==> src/rtl/gcorr_pkg.sv <==
package gcorr_pkg;

  // Resolved or predicted branch direction.
  typedef enum logic {
    DIR_NOT_TAKEN = 1'b0,
    DIR_TAKEN     = 1'b1
  } br_dir_e;

  // Width used for a history port when the history length may be zero.
  function automatic int hist_port_w(input int hist_len);
    return (hist_len > 0) ? hist_len : 1;
  endfunction

endpackage

==> src/rtl/gcorr_sat_ctr.sv <==
module gcorr_sat_ctr
  import gcorr_pkg::*;
#(
  parameter int CNT_W = 2
) (
  input  logic             clk,
  input  logic             rst_n,
  input  logic             en,
  input  br_dir_e          dir,
  output logic [CNT_W-1:0] cnt_q
);

  localparam logic [CNT_W-1:0] CNT_MAX = {CNT_W{1'b1}};
  localparam logic [CNT_W-1:0] CNT_MIN = {CNT_W{1'b0}};
  localparam logic [CNT_W-1:0] WEAK_NT = CNT_MAX >> 1;
  localparam logic [CNT_W-1:0] ONE     = CNT_W'(1);

  logic [CNT_W-1:0] cnt_d;

  always_comb begin
    cnt_d = cnt_q;
    if (dir == DIR_TAKEN) begin
      if (cnt_q != CNT_MAX) cnt_d = cnt_q + ONE;
    end else begin
      if (cnt_q != CNT_MIN) cnt_d = cnt_q - ONE;
    end
  end

  always_ff @(posedge clk or negedge rst_n) begin
    if (!rst_n) begin
      cnt_q <= WEAK_NT;
    end else if (en) begin
      cnt_q <= cnt_d;
    end
  end

endmodule

==> src/rtl/gcorr_pht.sv <==
module gcorr_pht
  import gcorr_pkg::*;
#(
  parameter int AW    = 6,
  parameter int CNT_W = 2
) (
  input  logic             clk,
  input  logic             rst_n,
  input  logic             wr_en,
  input  logic [AW-1:0]    wr_idx,
  input  br_dir_e          wr_dir,
  input  logic [AW-1:0]    rd_idx,
  output logic [CNT_W-1:0] rd_cnt
);

  localparam int DEPTH = 1 << AW;

  logic [CNT_W-1:0] cnt [DEPTH];

  for (genvar g = 0; g < DEPTH; g++) begin : g_ent
    logic hit;
    assign hit = wr_en && (wr_idx == AW'(g));

    gcorr_sat_ctr #(
      .CNT_W (CNT_W)
    ) ctr_i (
      .clk   (clk),
      .rst_n (rst_n),
      .en    (hit),
      .dir   (wr_dir),
      .cnt_q (cnt[g])
    );
  end

  // Read side is combinational, so it returns state from before this edge.
  assign rd_cnt = cnt[rd_idx];

endmodule

==> src/rtl/gcorr_ghr.sv <==
module gcorr_ghr #(
  parameter int HIST_W = 2,
  parameter int HW     = (HIST_W > 0) ? HIST_W : 1
) (
  input  logic          clk,
  input  logic          rst_n,
  input  logic          shift_en,
  input  logic          shift_in,
  output logic [HW-1:0] hist_q
);

  if (HIST_W > 0) begin : g_hist
    logic [HW-1:0] hist_d;

    always_comb begin
      hist_d = (hist_q << 1) | HW'(shift_in);
    end

    always_ff @(posedge clk or negedge rst_n) begin
      if (!rst_n) begin
        hist_q <= '0;
      end else if (shift_en) begin
        hist_q <= hist_d;
      end
    end
  end else begin : g_nohist
    assign hist_q = '0;
  end

endmodule

==> src/rtl/gcorr_index.sv <==
module gcorr_index #(
  parameter int ADDR_W    = 32,
  parameter int ALIGN_LSB = 2,
  parameter int IDX_W     = 4,
  parameter int HIST_W    = 2,
  parameter int HW        = (HIST_W > 0) ? HIST_W : 1,
  parameter int AW        = HIST_W + IDX_W
) (
  input  logic [ADDR_W-1:0] addr,
  input  logic [HW-1:0]     hist,
  output logic [AW-1:0]     idx
);

  logic [IDX_W-1:0] ent;
  assign ent = addr[ALIGN_LSB +: IDX_W];

  // History picks the table (upper bits), address picks the entry.
  if (HIST_W > 0) begin : g_tbl
    assign idx = {hist, ent};
  end else begin : g_flat
    assign idx = ent;
  end

endmodule

==> src/rtl/gcorr_pred.sv <==
module gcorr_pred
  import gcorr_pkg::*;
#(
  parameter int ADDR_W    = 32,
  parameter int ALIGN_LSB = 2,
  parameter int IDX_W     = 4,
  parameter int HIST_W    = 2,
  parameter int CNT_W     = 2,
  parameter int HW        = (HIST_W > 0) ? HIST_W : 1
) (
  input  logic              clk,
  input  logic              rst_n,
  input  logic [ADDR_W-1:0] pred_addr,
  output logic              pred_taken,
  output logic [HW-1:0]     pred_hist,
  input  logic              upd_valid,
  input  logic [ADDR_W-1:0] upd_addr,
  input  logic              upd_taken,
  input  logic [HW-1:0]     upd_hist
);

  localparam int TBL_AW = HIST_W + IDX_W;

  // Reset: asserted asynchronously, released on the clock.
  logic rst_meta_q, rst_sync_q;
  always_ff @(posedge clk or negedge rst_n) begin
    if (!rst_n) begin
      rst_meta_q <= 1'b0;
      rst_sync_q <= 1'b0;
    end else begin
      rst_meta_q <= 1'b1;
      rst_sync_q <= rst_meta_q;
    end
  end

  logic [TBL_AW-1:0] rd_idx, wr_idx;
  logic [CNT_W-1:0]  rd_cnt;
  logic [HW-1:0]     hist_q;

  gcorr_ghr #(
    .HIST_W (HIST_W)
  ) ghr_i (
    .clk      (clk),
    .rst_n    (rst_sync_q),
    .shift_en (upd_valid),
    .shift_in (upd_taken),
    .hist_q   (hist_q)
  );

  gcorr_index #(
    .ADDR_W    (ADDR_W),
    .ALIGN_LSB (ALIGN_LSB),
    .IDX_W     (IDX_W),
    .HIST_W    (HIST_W)
  ) rd_ix_i (
    .addr (pred_addr),
    .hist (hist_q),
    .idx  (rd_idx)
  );

  gcorr_index #(
    .ADDR_W    (ADDR_W),
    .ALIGN_LSB (ALIGN_LSB),
    .IDX_W     (IDX_W),
    .HIST_W    (HIST_W)
  ) wr_ix_i (
    .addr (upd_addr),
    .hist (upd_hist),
    .idx  (wr_idx)
  );

  gcorr_pht #(
    .AW    (TBL_AW),
    .CNT_W (CNT_W)
  ) pht_i (
    .clk    (clk),
    .rst_n  (rst_sync_q),
    .wr_en  (upd_valid),
    .wr_idx (wr_idx),
    .wr_dir (br_dir_e'(upd_taken)),
    .rd_idx (rd_idx),
    .rd_cnt (rd_cnt)
  );

  assign pred_taken = rd_cnt[CNT_W-1];
  assign pred_hist  = hist_q;

endmodule

==> config.mk <==
export PLATFORM = sky130hd
export DESIGN_NAME = gcorr_pred
export DESIGN_NICKNAME = d
export VERILOG_FILES = /design/src/rtl/gcorr_pkg.sv /design/src/rtl/gcorr_sat_ctr.sv /design/src/rtl/gcorr_pht.sv /design/src/rtl/gcorr_ghr.sv /design/src/rtl/gcorr_index.sv /design/src/rtl/gcorr_pred.sv
export SDC_FILE = /design/constraint.sdc
export NUM_CORES = 1
export LEC_CHECK = 0
export ABC_CLOCK_PERIOD_IN_PS = 9400
export BUFFER_PORTS_ARGS = -buffer_cell sky130_fd_sc_hd__buf_4
export CORE_MARGIN = 5
export CORE_UTILIZATION = 50
export DETAILED_ROUTE_END_ITERATION = 8
export GPL_TIMING_DRIVEN = 0
export PLACE_DENSITY = 0.74
export REMOVE_ABC_BUFFERS = 1
export SLEW_MARGIN = 15
export SYNTH_ARGS = -nofsm -noshare
export SYNTH_HDL_FRONTEND = slang
export SYNTH_SLANG_ARGS = --single-unit
==> constraint.sdc <==
create_clock -name clk -period 9.4 [get_ports clk]
set_input_delay 1.41 -clock clk [delete_from_list [all_inputs] [get_ports clk]]
set_output_delay 1.41 -clock clk [all_outputs]
set_load 0.005 [all_outputs]
==> impl_metrics.ini <==
[power]
power_switching_uw = 348
netSwitchingFraction_pct = 25.4
pwr_density_cell_mw_per_mm2 = 165
power_frac_seq_pct = 48.7
clockPowerShare_pct = 43.2
cellLeakagePower_uw = 0.00276
finalPower_uw = 1370
irDropWorstVdd_mv = 0.126
power_internal_uw = 1020
power.combinational.fraction_pct = 8.1

[global_route]
grt_use_total_pct = 20.8
grt_pass1_wl_mm = 29.8
grt-busiest-layer = met2
overflow = 0
grt_antenna_before_repair = 0
grt_start_max_net_pins = 56
grtUsageMet3_pct = 5.51
globalRouteMet2Util_pct = 32.5
grt_pass1_vias = 5768
grt_use_met1_pct = 28.8

[routing]
routed-via-count = 6399
drc = 0
drt_pre_antenna_iters = 7
wire_length_reported_by_the_detailed_router_mm = 18.1
routedWlPerCell_um = 17.5
routed_via_density = 6.18
drtAntennaViolNets = 0
drt_iter0_drc = 594

[synth]
yosys-top-cells-area = dfrtp_1, dfstp_2, o21ai_0
synth_edf_count = 0
synth.yosys.warnings = 0
synthCells = 845
synth_area_mm2 = 0.00764
dominantRegCellSynth = dfrtp_1
synth_seq_area_share_pct = 44.3
yosysUniqueCellTypes = 51
synthesis.area_per_instance_um2 = 9.05
async_reset_ff_share_pct = 100
yosys_register_bits = 132
yosys.area.top_type_share_pct = 22.3
synth.largest_area_cell = dfrtp_1

[cells_and_area]
nFillCells = 1326
nNetsFinal = 905
num_antenna_cells = 0
syn2layout_area_growth_pct = 8.86
final_layout_size_suffix_gt1_share_pct = 16.3

[outcome]
status = completed

[floorplanning]
die-width_um = 134
fp.dieArea_mm2 = 0.0179
core_area_mm2 = 0.0151
die_h_um = 134
start_util_pct = 50.7
placement_rows = 45
design.portCount = 73

[sta]
rsz_0062_raised_after_global_routing = no
setup-tns-final_ns = 0
final-hold-violation-count = 0
layout_worst_path_cycle_share_pct = 48.1
worst_pin_slew_ns = 1.12
max-slew-margin-rel_pct = 25.3
maxClockFrequency_mhz = 221
timing.final.setup_violations = 0
fin_skew_ns = 0.00793
final_max_slew_viol_count = 0
layout_min_cycle_time_ns = 4.52

[clock_network]
clockBufferDepth = 2
tritoncts.num_buffers = 17
worstSkewPairLatency_ns = 0.43
h-tree-depth = 4
clock_tree_root = clkbuf_16
postCtsSetupBuffers = 0
cts.repair.resized = 0
tritoncts = yes
clkSlewWorstSetupHoldPaths_ns = 0.05
cts_hold_buf = 0
clock_sinks = 132

[setup_path]
worstSetupPathType = input pin to output pin
critical_path.reg2reg.startpoint = pht_i.g_ent[36].ctr_i.cnt_q[0]$_DFFE_PN1P_
critical_path_s_top_delay_family = multiplexers
worst-path-stages = 7
endpoint = pred_taken
worstSetupEndpointType = output pin
critPathRequiredTime_ns = 7.99
launching_instance_or_port_of_the_critical_path = pred_addr[2]
crit_chain = buf_4 > mux4_1 > mux2i_1 > mux2i_1 > a211oi_1 > a21oi_1 > buf_4
path_max_fanout = 15
r2r_setup_slk_ns = 8.29
number_of_buffers_and_inverters_on_the_critical_path = 2
worst_endpoint_data_arrival_time_ns = 3.11
critPathLaunchType = input pin
timing.critical_path.slowest_stage_cell = mux4_1
rr_endpoint = pht_i.g_ent[36].ctr_i.cnt_q[0]$_DFFE_PN1P_
r2r.worst_path.cells = 4
critical-path-max-stage-delay_ns = 0.66

[placed_design]
final_weighted_congestion_in_routability_driven_placement = 0.775
place.port_buffers = 16
dp_hpwl_mm = 11.5

[min_path]
holdCritPathClass = flop to async pin

[job]
drv.max_cap_violation_count = 0
-- layout by cell type, fill, tap and decap left out, drive strengths merged, types with 8 or more instances in the layout --
master	netlist	routed
a31oi	27	27
mux4	16	16
nor3b	20	20
nand3b	8	8
o31ai	24	24
nand2	90	90
dfrtp	68	68
a21oi	70	70
dfstp	64	64
buf	30	19
a211oi	36	36
a221o	17	17
mux2i	10	10
clkbuf	18	30
nor3	14	14
nor2	133	133
o21ai	155	155
-- per-layer routing --
layer / vias to the layer above / share of wire [%]
met1: 3092 / 47
met3: 20 / 5.6
met4: 0 / 1.2
met5: - / 0
met2: 161 / 46
li1: 3126 / -
-- how the worst min path moves through the flow --
stage                          from                                          to  slack (ns)  cells after the start
2_1_floorplan  rst_meta_q$_DFF_PN0_                        rst_sync_q$_DFF_PN0_        0.33                      0
3_3_place_gp   rst_meta_q$_DFF_PN0_                        rst_sync_q$_DFF_PN0_        0.34                      0
3_5_place_dp   rst_meta_q$_DFF_PN0_                        rst_sync_q$_DFF_PN0_        0.34                      0
4_1_cts        rst_meta_q$_DFF_PN0_                        rst_sync_q$_DFF_PN0_        0.35                      0
5_1_grt        rst_meta_q$_DFF_PN0_                        rst_sync_q$_DFF_PN0_        0.37                      0
6_report       rst_sync_q$_DFF_PN0_  pht_i.g_ent[17].ctr_i.cnt_q[1]$_DFFE_PN0P_        0.34                      0
-- state kept, by name (all words and copies together), names as in the netlist --
signal                   count
rst_meta_q                   1
rst_sync_q                   1
pht_i.g_ent.ctr_i.cnt_q    128
ghr_i.hist_q                 2
-- cell usage after synthesis, types with 2 or more instances --
master     number
a211oi_1       31
a211oi_2        5
a21oi_1        70
a221o_1        17
a31oi_1        27
and2_1          4
and3b_1         2
and4b_1         3
buf_2          18
buf_4           6
buf_6           4
clkbuf_1       17
dfrtp_1        68
dfstp_2        64
mux2_2          2
mux2i_1        10
mux4_1         10
mux4_2          6
nand2_1        90
nand2b_1        5
nand3_1         5
nand3b_1        8
nand4b_1        2
nand4bb_1       3
nor2_1        127
nor2_2          3
nor2_4          3
nor3_1         10
nor3_2          4
nor3b_1        19
o211ai_1        4
o21ai_0       153
o21ai_1         2
o31ai_1        24
or4b_4          3
-- per-stage QoR --
| step | cell area, um2 | util, % | worst slack [ns] | instances | hold WS, ns |
|---|---|---|---|---|---|
| 2_1_floorplan | 7380 | - | 5.56 | 797 | 0.331 |
| 3_3_place_gp | 7730 | 51.2 | 3.85 | 1001 | 0.335 |
| 3_5_place_dp | 7810 | 51.8 | 4.88 | 1004 | 0.339 |
| 4_1_cts | 8320 | 55.1 | 4.88 | 1035 | 0.351 |
| 5_1_grt | 8320 | 55.1 | 4.77 | 1035 | 0.368 |
| 6_report | 8320 | 55.1 | 4.88 | 1035 | 0.336 |
-- layout make-up --
class                   instances  area, um2  share of cell area, %
clock buffers                  30        504                   6.06
flip-flops and latches        132       3390                   40.7
well taps                     188        235                   2.83
repair buffers                 19        188                   2.26
clock inverters                 1       5.00                 0.0602
inverters                       1       6.26                 0.0752
multi-input cells             664       4000                   48.0
-- kinds of logic after synthesis --
family          synth area share [%]
flops                           44.3
other cells                   0.0491
compound gates                  25.9
simple gates                    19.5
buf+inv                         3.55
mux                             6.81
-- power groups by stage --
stage | Combinational (uW) | Sequential (uW) | Clock, uW
final | 110 | 667 | 592
after global routing | 122 | 675 | 628
after CTS | 111 | 666 | 599
after detailed placement | 112 | 674 | 0
after global placement | 96.9 | 681 | 0
after floorplan | 61.9 | 669 | 0
Power figures use the tool's default switching activity.
